===== src/rtl/fdc_seq_pkg.sv =====
package fdc_seq_pkg;
  parameter int FDC_DW         = 8;
  parameter int FDC_CODE_W     = 5;
  parameter int FDC_NUM_DRV    = 4;
  parameter int FDC_DRV_W      = $clog2(FDC_NUM_DRV);
  parameter int FDC_MAX_PARAMS = 8;
  parameter int FDC_RES_SLOTS  = 7;

  // status register bit positions
  localparam int SB_RQM = 7;
  localparam int SB_DIO = 6;
  localparam int SB_NDM = 5;
  localparam int SB_CB  = 4;

  localparam logic [FDC_CODE_W-1:0] OP_SPECIFY   = 5'h03;
  localparam logic [FDC_CODE_W-1:0] OP_SENSE_DRV = 5'h04;
  localparam logic [FDC_CODE_W-1:0] OP_WRITE     = 5'h05;
  localparam logic [FDC_CODE_W-1:0] OP_READ      = 5'h06;
  localparam logic [FDC_CODE_W-1:0] OP_RECAL     = 5'h07;
  localparam logic [FDC_CODE_W-1:0] OP_SENSE_INT = 5'h08;
  localparam logic [FDC_CODE_W-1:0] OP_READ_ID   = 5'h0A;
  localparam logic [FDC_CODE_W-1:0] OP_FORMAT    = 5'h0D;
  localparam logic [FDC_CODE_W-1:0] OP_SEEK      = 5'h0F;

  typedef enum logic [1:0] {
    PH_CMD,
    PH_ISSUE,
    PH_WAIT,
    PH_RESULT
  } phase_t;

  typedef enum logic [2:0] {
    RK_NONE,
    RK_DRVST,
    RK_INTR,
    RK_FULL,
    RK_BAD
  } rkind_t;

  function automatic int unsigned param_need(input logic [FDC_CODE_W-1:0] c);
    case (c)
      OP_RECAL, OP_SENSE_DRV, OP_READ_ID: return 1;
      OP_SPECIFY, OP_SEEK:                return 2;
      OP_FORMAT:                          return 5;
      OP_READ, OP_WRITE:                  return 8;
      default:                            return 0;
    endcase
  endfunction

  function automatic rkind_t res_kind(input logic [FDC_CODE_W-1:0] c);
    case (c)
      OP_SPECIFY, OP_SEEK, OP_RECAL:             return RK_NONE;
      OP_SENSE_DRV:                              return RK_DRVST;
      OP_SENSE_INT:                              return RK_INTR;
      OP_READ, OP_WRITE, OP_READ_ID, OP_FORMAT:  return RK_FULL;
      default:                                   return RK_BAD;
    endcase
  endfunction

  function automatic logic uses_drive(input logic [FDC_CODE_W-1:0] c);
    return (c != OP_SPECIFY) && (c != OP_SENSE_INT);
  endfunction
endpackage


===== src/rtl/fdc_cmd_collect.sv =====
module fdc_cmd_collect
  import fdc_seq_pkg::*;
#(
  parameter int DW     = FDC_DW,
  parameter int MAXP   = FDC_MAX_PARAMS,
  parameter int DRV_W  = FDC_DRV_W,
  parameter int CODE_W = FDC_CODE_W
) (
  input  logic               clk,
  input  logic               rst_n,
  input  logic               byte_wr,
  input  logic               abort,
  input  logic [DW-1:0]      wdata,
  output logic               done,
  output logic               bad,
  output logic               busy,
  output logic [DW-1:0]      cmd_byte,
  output logic [MAXP*DW-1:0] params,
  output logic [DRV_W-1:0]   drive,
  output logic               head,
  output logic               ndma
);
  localparam int IDX_W = $clog2(MAXP + 1);

  logic [IDX_W-1:0]  idx_q;
  logic [DW-1:0]     par_q [MAXP];
  logic [CODE_W-1:0] code_now;
  logic              last_byte;

  // the code in force: from the incoming byte while it is the first one
  assign code_now  = (idx_q == '0) ? wdata[CODE_W-1:0] : cmd_byte[CODE_W-1:0];
  assign last_byte = (idx_q == IDX_W'(param_need(code_now)));
  assign done      = byte_wr && last_byte;
  assign bad       = done && (idx_q == '0) && (res_kind(code_now) == RK_BAD);
  assign busy      = (idx_q != '0);

  always_ff @(posedge clk or negedge rst_n) begin
    if (!rst_n) begin
      idx_q    <= '0;
      cmd_byte <= '0;
      drive    <= '0;
      head     <= 1'b0;
      ndma     <= 1'b0;
      for (int k = 0; k < MAXP; k++) par_q[k] <= '0;
    end else if (abort) begin
      idx_q <= '0;
    end else if (byte_wr) begin
      if (idx_q == '0) cmd_byte <= wdata;
      for (int k = 0; k < MAXP; k++) begin
        if (idx_q == IDX_W'(k + 1)) par_q[k] <= wdata;
      end
      if ((idx_q == IDX_W'(1)) && (code_now != OP_SPECIFY)) begin
        drive <= wdata[DRV_W-1:0];
        head  <= wdata[DRV_W];
      end
      if ((idx_q == IDX_W'(2)) && (code_now == OP_SPECIFY)) ndma <= wdata[0];
      idx_q <= last_byte ? '0 : idx_q + 1'b1;
    end
  end

  for (genvar g = 0; g < MAXP; g++) begin : g_pack
    assign params[g*DW +: DW] = par_q[g];
  end
endmodule


===== src/rtl/fdc_result_seq.sv =====
module fdc_result_seq
  import fdc_seq_pkg::*;
#(
  parameter int DW    = FDC_DW,
  parameter int SLOTS = FDC_RES_SLOTS
) (
  input  logic            clk,
  input  logic            rst_n,
  input  logic            load,
  input  rkind_t          kind,
  input  logic [4*DW-1:0] stat,
  input  logic [4*DW-1:0] addr,
  input  logic [DW-1:0]   cyl,
  input  logic [DW-1:0]   bad_st0,
  input  logic            step,
  input  logic            rewind,
  output logic [DW-1:0]   cur,
  output logic            last
);
  localparam int PTR_W = $clog2(SLOTS);

  logic [DW-1:0]    slot_q [SLOTS];
  logic [DW-1:0]    slot_d [SLOTS];
  logic [PTR_W-1:0] ptr_q;
  logic [PTR_W-1:0] end_q;
  logic [PTR_W-1:0] end_d;

  // result shape chosen by command kind (the full shape needs SLOTS >= 7)
  always_comb begin
    for (int k = 0; k < SLOTS; k++) slot_d[k] = '0;
    end_d = '0;
    case (kind)
      RK_FULL: begin
        slot_d[0] = stat[0*DW +: DW];
        slot_d[1] = stat[1*DW +: DW];
        slot_d[2] = stat[2*DW +: DW];
        slot_d[3] = addr[0*DW +: DW];
        slot_d[4] = addr[1*DW +: DW];
        slot_d[5] = addr[2*DW +: DW];
        slot_d[6] = addr[3*DW +: DW];
        end_d     = PTR_W'(6);
      end
      RK_INTR: begin
        slot_d[0] = stat[0*DW +: DW];
        slot_d[1] = cyl;
        end_d     = PTR_W'(1);
      end
      RK_DRVST: slot_d[0] = stat[3*DW +: DW];
      RK_BAD:   slot_d[0] = bad_st0;
      default:  end_d = '0;
    endcase
  end

  always_ff @(posedge clk or negedge rst_n) begin
    if (!rst_n) begin
      ptr_q <= '0;
      end_q <= '0;
      for (int k = 0; k < SLOTS; k++) slot_q[k] <= '0;
    end else if (load) begin
      ptr_q <= '0;
      end_q <= end_d;
      for (int k = 0; k < SLOTS; k++) slot_q[k] <= slot_d[k];
    end else if (rewind) begin
      ptr_q <= '0;
    end else if (step) begin
      ptr_q <= (ptr_q == end_q) ? '0 : ptr_q + 1'b1;
    end
  end

  assign cur  = slot_q[ptr_q];
  assign last = (ptr_q == end_q);
endmodule


===== src/rtl/fdc_status_gen.sv =====
module fdc_status_gen
  import fdc_seq_pkg::*;
#(
  parameter int DW    = FDC_DW,
  parameter int NDRV  = FDC_NUM_DRV,
  parameter int DRV_W = FDC_DRV_W
) (
  input  phase_t           phase,
  input  logic             collecting,
  input  logic             ndma,
  input  logic             drv_flag,
  input  logic [DRV_W-1:0] drive,
  output logic [DW-1:0]    status
);
  always_comb begin
    status         = '0;
    status[SB_NDM] = ndma;
    case (phase)
      PH_CMD: begin
        status[SB_RQM] = 1'b1;
        status[SB_CB]  = collecting;
      end
      PH_ISSUE, PH_WAIT: begin
        status[SB_CB] = 1'b1;
        for (int k = 0; k < NDRV; k++) begin
          if (drv_flag && (drive == DRV_W'(k))) status[k] = 1'b1;
        end
      end
      default: begin
        status[SB_RQM] = 1'b1;
        status[SB_DIO] = 1'b1;
        status[SB_CB]  = 1'b1;
      end
    endcase
  end
endmodule


===== src/rtl/fdc_host_seq.sv =====
module fdc_host_seq
  import fdc_seq_pkg::*;
#(
  parameter int DW     = FDC_DW,
  parameter int CODE_W = FDC_CODE_W,
  parameter int DRV_W  = FDC_DRV_W,
  parameter int MAXP   = FDC_MAX_PARAMS
) (
  input  logic               clk,
  input  logic               rst_n,
  input  logic               host_sel,
  input  logic               host_wr,
  input  logic               host_rd,
  input  logic [DW-1:0]      host_wdata,
  output logic [DW-1:0]      host_rdata,
  output logic               cmd_valid,
  input  logic               cmd_ready,
  output logic [CODE_W-1:0]  cmd_code,
  output logic [DW-CODE_W-1:0] cmd_opts,
  output logic [DRV_W-1:0]   cmd_drive,
  output logic               cmd_head,
  output logic [MAXP*DW-1:0] cmd_params,
  input  logic               res_valid,
  output logic               res_ready,
  input  logic [4*DW-1:0]    res_stat,
  input  logic [4*DW-1:0]    res_addr,
  input  logic [DW-1:0]      res_cyl
);
  phase_t          phase_q, phase_d;
  logic            d_wr, d_rd;
  logic            col_done, col_bad, col_busy, col_ndma, col_head;
  logic [DW-1:0]   col_cmd;
  logic [DRV_W-1:0] col_drive;
  logic            res_load, res_last;
  rkind_t          load_kind;
  logic [DW-1:0]   res_cur, bad_st0, status;

  // a data read wins over a simultaneous data write
  assign d_rd = host_sel && host_rd;
  assign d_wr = host_sel && host_wr && !host_rd;

  fdc_cmd_collect #(.DW(DW), .MAXP(MAXP), .DRV_W(DRV_W), .CODE_W(CODE_W)) u_collect (
    .clk     (clk),
    .rst_n   (rst_n),
    .byte_wr (d_wr && (phase_q == PH_CMD)),
    .abort   (d_rd && (phase_q == PH_CMD)),
    .wdata   (host_wdata),
    .done    (col_done),
    .bad     (col_bad),
    .busy    (col_busy),
    .cmd_byte(col_cmd),
    .params  (cmd_params),
    .drive   (col_drive),
    .head    (col_head),
    .ndma    (col_ndma)
  );

  assign cmd_code  = col_cmd[CODE_W-1:0];
  assign cmd_opts  = col_cmd[DW-1:CODE_W];
  assign cmd_drive = col_drive;
  assign cmd_head  = col_head;

  assign bad_st0   = DW'(8'h80) | (DW'(col_head) << DRV_W) | DW'(col_drive);
  assign load_kind = (phase_q == PH_CMD) ? RK_BAD : res_kind(cmd_code);
  assign res_load  = ((phase_q == PH_CMD) && col_bad) ||
                     ((phase_q == PH_WAIT) && res_valid && (res_kind(cmd_code) != RK_NONE));

  fdc_result_seq #(.DW(DW)) u_result (
    .clk    (clk),
    .rst_n  (rst_n),
    .load   (res_load),
    .kind   (load_kind),
    .stat   (res_stat),
    .addr   (res_addr),
    .cyl    (res_cyl),
    .bad_st0(bad_st0),
    .step   (d_rd && (phase_q == PH_RESULT)),
    .rewind (d_wr && (phase_q == PH_RESULT)),
    .cur    (res_cur),
    .last   (res_last)
  );

  always_comb begin
    phase_d = phase_q;
    case (phase_q)
      PH_CMD:    if (col_done) phase_d = col_bad ? PH_RESULT : PH_ISSUE;
      PH_ISSUE:  if (cmd_ready) phase_d = PH_WAIT;
      PH_WAIT:   if (res_valid) phase_d = (res_kind(cmd_code) == RK_NONE) ? PH_CMD : PH_RESULT;
      default:   if (d_rd && res_last) phase_d = PH_CMD;
    endcase
  end

  always_ff @(posedge clk or negedge rst_n) begin
    if (!rst_n) phase_q <= PH_CMD;
    else        phase_q <= phase_d;
  end

  fdc_status_gen #(.DW(DW), .DRV_W(DRV_W)) u_status (
    .phase     (phase_q),
    .collecting(col_busy),
    .ndma      (col_ndma),
    .drv_flag  (uses_drive(cmd_code)),
    .drive     (col_drive),
    .status    (status)
  );

  assign cmd_valid  = (phase_q == PH_ISSUE);
  assign res_ready  = (phase_q == PH_WAIT);
  assign host_rdata = host_sel ? ((phase_q == PH_RESULT) ? res_cur : '0) : status;
endmodule


===== config.mk =====
export PLATFORM = sky130hd
export DESIGN_NAME = fdc_host_seq
export DESIGN_NICKNAME = d
export VERILOG_FILES = /design/src/rtl/fdc_seq_pkg.sv /design/src/rtl/fdc_cmd_collect.sv /design/src/rtl/fdc_result_seq.sv /design/src/rtl/fdc_status_gen.sv /design/src/rtl/fdc_host_seq.sv
export SDC_FILE = /design/constraint.sdc
export NUM_CORES = 1
export LEC_CHECK = 0
export BUFFER_PORTS_ARGS = -buffer_cell sky130_fd_sc_hd__buf_2
export CAP_MARGIN = 10
export CORE_MARGIN = 1
export CORE_UTILIZATION = 52
export CTS_CLUSTER_DIAMETER = 80
export DETAILED_ROUTE_END_ITERATION = 7
export PLACE_DENSITY = 0.78
export SLEW_MARGIN = 30
export SYNTH_ARGS = -nofsm -noshare
export SYNTH_HDL_FRONTEND = slang
export SYNTH_SLANG_ARGS = --single-unit

===== constraint.sdc =====
create_clock -name clk -period 4 [get_ports clk]
set_input_delay 0.8 -clock clk [delete_from_list [all_inputs] [get_ports clk]]
set_output_delay 0.8 -clock clk [all_outputs]
set_load 0.01 [all_outputs]

==> impl_metrics.tcl, run 1 <==
set metrics [dict create \
    status "finished clean" \
    syn_to_final_growth_pct 22.00 \
    cts_tree "built" \
    grt_antenna_before_repair 0 \
    clock-sinks 143 \
    cts.root.buffer_cell "clkbuf_16" \
    synth_seq_area_share_pct 48.86 \
    die_width_um 120.7 \
    ys_top_cells_by_area "dfrtp_1 (49%), mux2_2 (13%), mux2i_1 (4.4%), nand3_1 (4.0%), o21ai_0 (3.5%)" \
    synth_top_area_share_pct 48.86 \
    final-seq-area_sq_mm 0.003578 \
    min_period_over_period_pct 88.14 \
    place_congestion 0.8705 \
    ant_nets 0 \
    die_h_um 120.7 \
    max_freq_ghz 0.2836 \
    crit_arrival_ns 3.87 \
    crit_path_end_kind "flip-flop" \
    yosys_register_bits 143 \
    drv_cap 0 \
    post-route-util_pct 64.63 \
    dr_total_vias 5835 \
    cts_hold_buf 0 \
    clock_latency_ns 0.42 \
    diodes 0 \
    yosys.area.top_type "dfrtp_1" \
    report.final.slew_viol_count 0 \
    grt_util_all_layers_pct 26.72 \
    crit_type "flip-flop to flip-flop" \
    grt_pass1_wl_um 29800 \
    fin_tns_setup_ns 0 \
    dp_cells 1014 \
    synthesis.instances 695 \
    finalSetupViolations 0 \
    yosysMostFrequentCell "dfrtp_1" \
    hold_viol 0 \
    grt_pass1_vias 5828 \
    rows 43 \
    crit_required_ns 4.34 \
    synth_area_sq_mm 0.007325 \
    drive_gt1_share_pct 36.65 \
    synth_edf_count 0 \
    synth_nets 801 \
    cts_resized 0 \
    grt_max_degree 90 \
    drt_pass1_iterations 5 \
    p_total_mw 5.663 \
    ys.flop_type "dfrtp_1" \
    nets 959 \
    coreArea_sq_mm 0.01383 \
    max-vdd-ir-drop_mv 0.3637 \
    reg2reg_depth 15 \
    cts_setup_buffers 0 \
    fin_worst_skew_ns 0.007076 \
    avgSynthCellArea_sq_um 10.54 \
    multi_input_area_sq_mm 0.003319 \
    cts.reportedPaths.clkPinSlew_ns 0.06 \
    layoutNonFillerInstCount 1045 \
    period_needed_ns 3.526 \
    r2r_end "u_result.slot_q[3]$_DFFE_PN0N_" \
    rsz0062_at_grt "no" \
    grt_overflow 0 \
    crit_fanout 23 \
    htreeDepth 4 \
    io_pins 172 \
    leakage_nw 4.391 \
    final_area_sq_mm 0.008936 \
    tightest_slew_ns 0.8615 \
    synth_cell_types 58 \
    place_hpwl_um 12520 \
    synth.yosys.warnings 0 \
    max_slew_margin_pct 42.57 \
    dieArea_sq_mm 0.01456 \
    wl_um 18500 \
    yosys-top-cells-count "dfrtp_1 (143), mux2_2 (86), inv_1 (63)" \
    pre_cts_ws_ns 0.4212 \
    placed_area_sq_mm 0.008351 \
    start_kind "flip-flop" \
    whs_ns 0.4535 \
    viasPerCell 5.584 \
    port_buffers 171 \
    fin_ws_ns 0.4743 \
    power_density_mw_per_mm2 633.7 \
    wl_per_cell_um 17.70 \
    start_util_pct 52.97 \
    drc_errors 0 \
    reg2reg_from "u_collect.idx_q[0]$_DFFE_PN0P_" \
    reg2reg_slack_ns 0.47 \
    fill_cells 1085 \
    clock_path_buffers 2 \
    worst_hold_path_type "primary input to asynchronous set/reset pin" \
    drtIter0Drc 510 \
    async_flop_share_pct 100.0 \
    numCtsBuffers 17 \
]
==> state kept, by name, indices dropped and copies added (netlist names) <==
signal              flops
u_collect.params       64
u_result.slot_q        56
u_collect.cmd_byte      8
u_collect.idx_q         4
u_result.ptr_q          3
phase_q                 2
u_collect.drive         2
u_result.end_q          2
u_collect.head          1
u_collect.ndma          1
==> worst max-delay path, stage by stage (launching register included) <==
cell and delay (ns):
dfrtp_1 0.47, inv_1 0.16, ha_1 0.23, nor3b_4 0.41
nor2_1 0.08, a21oi_1 0.20, inv_1 0.11, ha_1 0.25
nor3b_1 0.22, mux2_2 0.18, a311oi_1 0.04, o22ai_1 0.24
a31o_4 0.36, buf_4 0.29, nand3_1 0.10, o21ai_1 0.10
==> cell usage in the layout (no fill, tap or decap), drive strengths merged, types with 9 or more instances in the layout <==
master / count
dfrtp: 143
ha: 19
nor3b: 9
o21ai: 65
buf: 184
a221oi: 9
mux2: 88
mux2i: 32
nand3: 59
clkbuf: 19
inv: 66
a21oi: 19
nor2: 26
nand2: 41
==> routing by layer <==
metal | track usage, % | wire length [um] | vias to the layer above
met1 | 33.45 | 7837 | 2809
li1 | - | - | 2766
met3 | 8.679 | 1387 | 35
met4 | 12.04 | 526 | 0
met5 | 0 | 0 | -
met2 | 42.13 | 8744 | 225
==> cell families after synthesis <==
family	synth area share, %
muxes	17.90
buffers and inverters	6.218
AOI/OAI and AO/OA	11.79
and+or+nand+nor	11.51
DFF	48.86
adders and majority gates	3.246
xor gates and xnor gates	0.4784
==> worst max path at each step <==
stage                                               from                         endpoint  slack [ns]
final                     u_collect.idx_q[0]$_DFFE_PN0P_   u_result.slot_q[3]$_DFFE_PN0N_        0.47
after global routing      u_collect.idx_q[0]$_DFFE_PN0P_  u_result.slot_q[17]$_DFFE_PN0N_        0.08
after CTS                 u_collect.idx_q[0]$_DFFE_PN0P_  u_result.slot_q[12]$_DFFE_PN0N_        0.39
after detailed placement  u_collect.idx_q[0]$_DFFE_PN0P_  u_result.slot_q[10]$_DFFE_PN0N_        0.42
after global placement    u_collect.idx_q[0]$_DFFE_PN0P_  u_result.slot_q[12]$_DFFE_PN0N_        0.55
after floorplan           u_collect.idx_q[0]$_DFFE_PN0P_    u_result.end_q[0]$_DFFE_PN0N_        0.71
==> area by class of cell <==
cell class / count / share of cell area, %
well taps: 180 / 2.520
flip-flops and latches: 143 / 40.04
multi-input cells: 444 / 37.15
clock buffers: 19 / 4.957
inverters: 63 / 2.646
clock inverters: 12 / 1.526
repair buffers: 184 / 11.16
==> report_power, final <==
part | switching, mW | leakage (nW) | internal (mW)
Clock | 0.626 | 0.282 | 0.937
Sequential | 0.314 | 1.94 | 1.82
Combinational | 1.13 | 2.17 | 0.842
(Power assumes the default switching activity.)
==> run 2: changes to the inputs <==
CORE_ASPECT_RATIO = 0.75   (was default)
==> run 2 against run 1 <==
Against the previous run: clock skew is 0.0026 ns higher; the run now ends with design-rule violations left; combinational power up 3%; non-clock buffer count did not move; fmax down 5.7%; via count grew 2.4%; clock power about the same; hold slack worse by 0.12 ns; setup slack worse by 0.21 ns; count of clock-buffer cells in the layout is the same; highest routed layer unchanged; global-route usage rose by 0.38 points; first-iteration DRC count decreased by 15%; core utilization up 0.33 points.
==> impl_metrics.tcl, run 2 (synthesis results as in run 1) <==
set metrics [dict create \
    io_pins 172 \
    report.final.slew_viol_count 0 \
    grt_pass1_vias 5619 \
    drv_cap 0 \
    final_common_cell "buf_2" \
    crit_type "flip-flop to flip-flop" \
    place_congestion 0.8899 \
    whs_ns 0.3361 \
    coreArea_sq_mm 0.01375 \
    drtIter0Drc 432 \
    clock-sinks 143 \
    ant_nets 0 \
    wl_um 19350 \
    wl_per_cell_um 18.57 \
    clock_latency_ns 0.42 \
    largest_reg_flops 64 \
    worstSetupStartpoint "u_collect.idx_q[0]$_DFFE_PN0P_" \
    start_util_pct 53.27 \
    rsz0062_at_grt "no" \
    dr_total_vias 5975 \
    numCtsBuffers 17 \
    crit_required_ns 4.32 \
    reg2reg_from "u_collect.idx_q[0]$_DFFE_PN0P_" \
    crit_arrival_ns 4.06 \
    max-vdd-ir-drop_mv 0.3274 \
    crit_fanout 59 \
    fin_worst_skew_ns 0.009690 \
    max_freq_ghz 0.2674 \
    multi_input_area_sq_mm 0.003331 \
    p_seq_share_pct 37.3 \
    intPower_mw 3.574 \
    cts.reportedPaths.clkPinSlew_ns 0.06 \
    finalSetupViolations 0 \
    grt_antenna_before_repair 0 \
    layoutNonFillerInstCount 1042 \
    die_width_um 139.0 \
    worst_hold_path_type "primary input to asynchronous set/reset pin" \
    violations "design-rule violations" \
    clock_path_buffers 2 \
    power_density_mw_per_mm2 642.8 \
    syn_to_final_growth_pct 21.93 \
    grt_util_all_layers_pct 27.10 \
    grt_pass1_wl_um 30380 \
    fill_cells 1090 \
    crit_slowest_cell "dfrtp_1" \
    dieArea_sq_mm 0.01457 \
    start_kind "flip-flop" \
    status "complete, but fails checks" \
    crit_path_end_kind "flip-flop" \
    port_buffers 171 \
    max_slew_margin_pct 50.20 \
    cts_resized 0 \
    cp_cell_sequence "inv_1 -> ha_1 -> nor3b_2 -> nor2_1 -> a21oi_1 -> inv_1 -> ha_1 -> nor3b_1 -> mux2_2 -> a311oi_1 -> o22ai_1 -> a31o_4 -> buf_12 -> nand3_1 -> o21ai_0" \
    cts_tree "built" \
    viasPerCell 5.734 \
    p_sw_mw 2.166 \
    htreeDepth 4 \
    final_cell_mix "buf_2 (170), dfrtp_1 (143), mux2_2 (86)" \
    drt_pass1_iterations 8 \
    die_h_um 104.8 \
    rows 37 \
    fin_tns_setup_ns 0 \
    tightest_slew_ns 0.7455 \
    period_needed_ns 3.740 \
    leakage_nw 4.391 \
    final-seq-area_sq_mm 0.003578 \
    max_stage_delay_ns 0.48 \
    combinationalPowerShare_pct 35.3 \
    place_hpwl_um 13310 \
    nets 961 \
    min_period_over_period_pct 93.50 \
    diodes 0 \
    grt_overflow 0 \
    cts.root.buffer_cell "clkbuf_16" \
    clkPwrFrac_pct 27.4 \
    grt_max_degree 61 \
    hold_viol 0 \
    switching_share_pct 37.73 \
    drive_gt1_share_pct 36.68 \
    dp_cells 1009 \
    drc_errors 3 \
]
[run 2: worst paths after layout]
check                      slack [ns]                                end  cells past startpoint
min in group clk                 0.50    u_collect.params[7]$_DFFE_PN0P_                      1
hold / removal                   0.34     u_result.slot_q[7]$_DFFE_PN0N_                      1
max in group asynchronous        2.85  u_collect.cmd_byte[1]$_DFFE_PN0P_                      2
setup / recovery                 0.26    u_result.slot_q[16]$_DFFE_PN0N_                     15
setup reg to reg                 0.26    u_result.slot_q[16]$_DFFE_PN0N_                     15
hold reg to reg                  0.50    u_collect.params[7]$_DFFE_PN0P_                      1
[run 2: timing repair]
item                       CTS  global route
hold buffers                 0             0
setup endpoints to repair    0            29
setup buffers                0             0
[run 2: through the flow]
| stage | worst slack [ns] | area [sq um] | power, mW | util, % |
|---|---|---|---|---|
| 6_report | 0.2600 | 8931 | 5.741 | 64.96 |
| 5_1_grt | 0.02670 | 8931 | 6.056 | 64.96 |
| 4_1_cts | 0.2228 | 8914 | 5.702 | 64.83 |
| 3_5_place_dp | 0.2556 | 8332 | 4.107 | 60.60 |
| 3_3_place_gp | 0.4345 | 8332 | 4.056 | 60.60 |
| 2_1_floorplan | 0.7062 | 7325 | 3.458 | - |
[run 2: critical path, delay by kind of cell, from the launching register on]
| kind | cells | cell delay, ns |
|---|---|---|
| AOI/OAI and AO/OA | 5 | 1.15 |
| adders and majority gates | 2 | 0.47 |
| buffers and inverters | 3 | 0.58 |
| DFF | 1 | 0.48 |
| muxes | 1 | 0.17 |
| and+or+nand+nor | 4 | 0.78 |
[run 2: final cells by class]
| class | count | area share, % |
|---|---|---|
| repair buffers | 184 | 11.03 |
| clock inverters | 12 | 1.667 |
| multi-input cells | 446 | 37.29 |
| flip-flops and latches | 143 | 40.07 |
| inverters | 63 | 2.648 |
| clock buffers | 19 | 4.847 |
| well taps | 175 | 2.452 |
[run 2: power groups by stage]
stage	sequential, mW	clock [mW]	combinational, mW
2_1_floorplan	2.08	0	1.38
3_3_place_gp	2.14	0	1.92
3_5_place_dp	2.15	0	1.96
4_1_cts	2.13	1.59	1.98
5_1_grt	2.19	1.66	2.20
6_report	2.14	1.57	2.03
[run 2: metal layers]
| metal | global-route usage, % | up-vias | wire, um |
|---|---|---|---|
| met4 | 7.063 | 0 | 246 |
| met2 | 41.56 | 257 | 8996 |
| li1 | - | 2768 | - |
| met1 | 38.74 | 2924 | 8670 |
| met5 | 0 | - | 0 |
| met3 | 6.279 | 26 | 1433 |
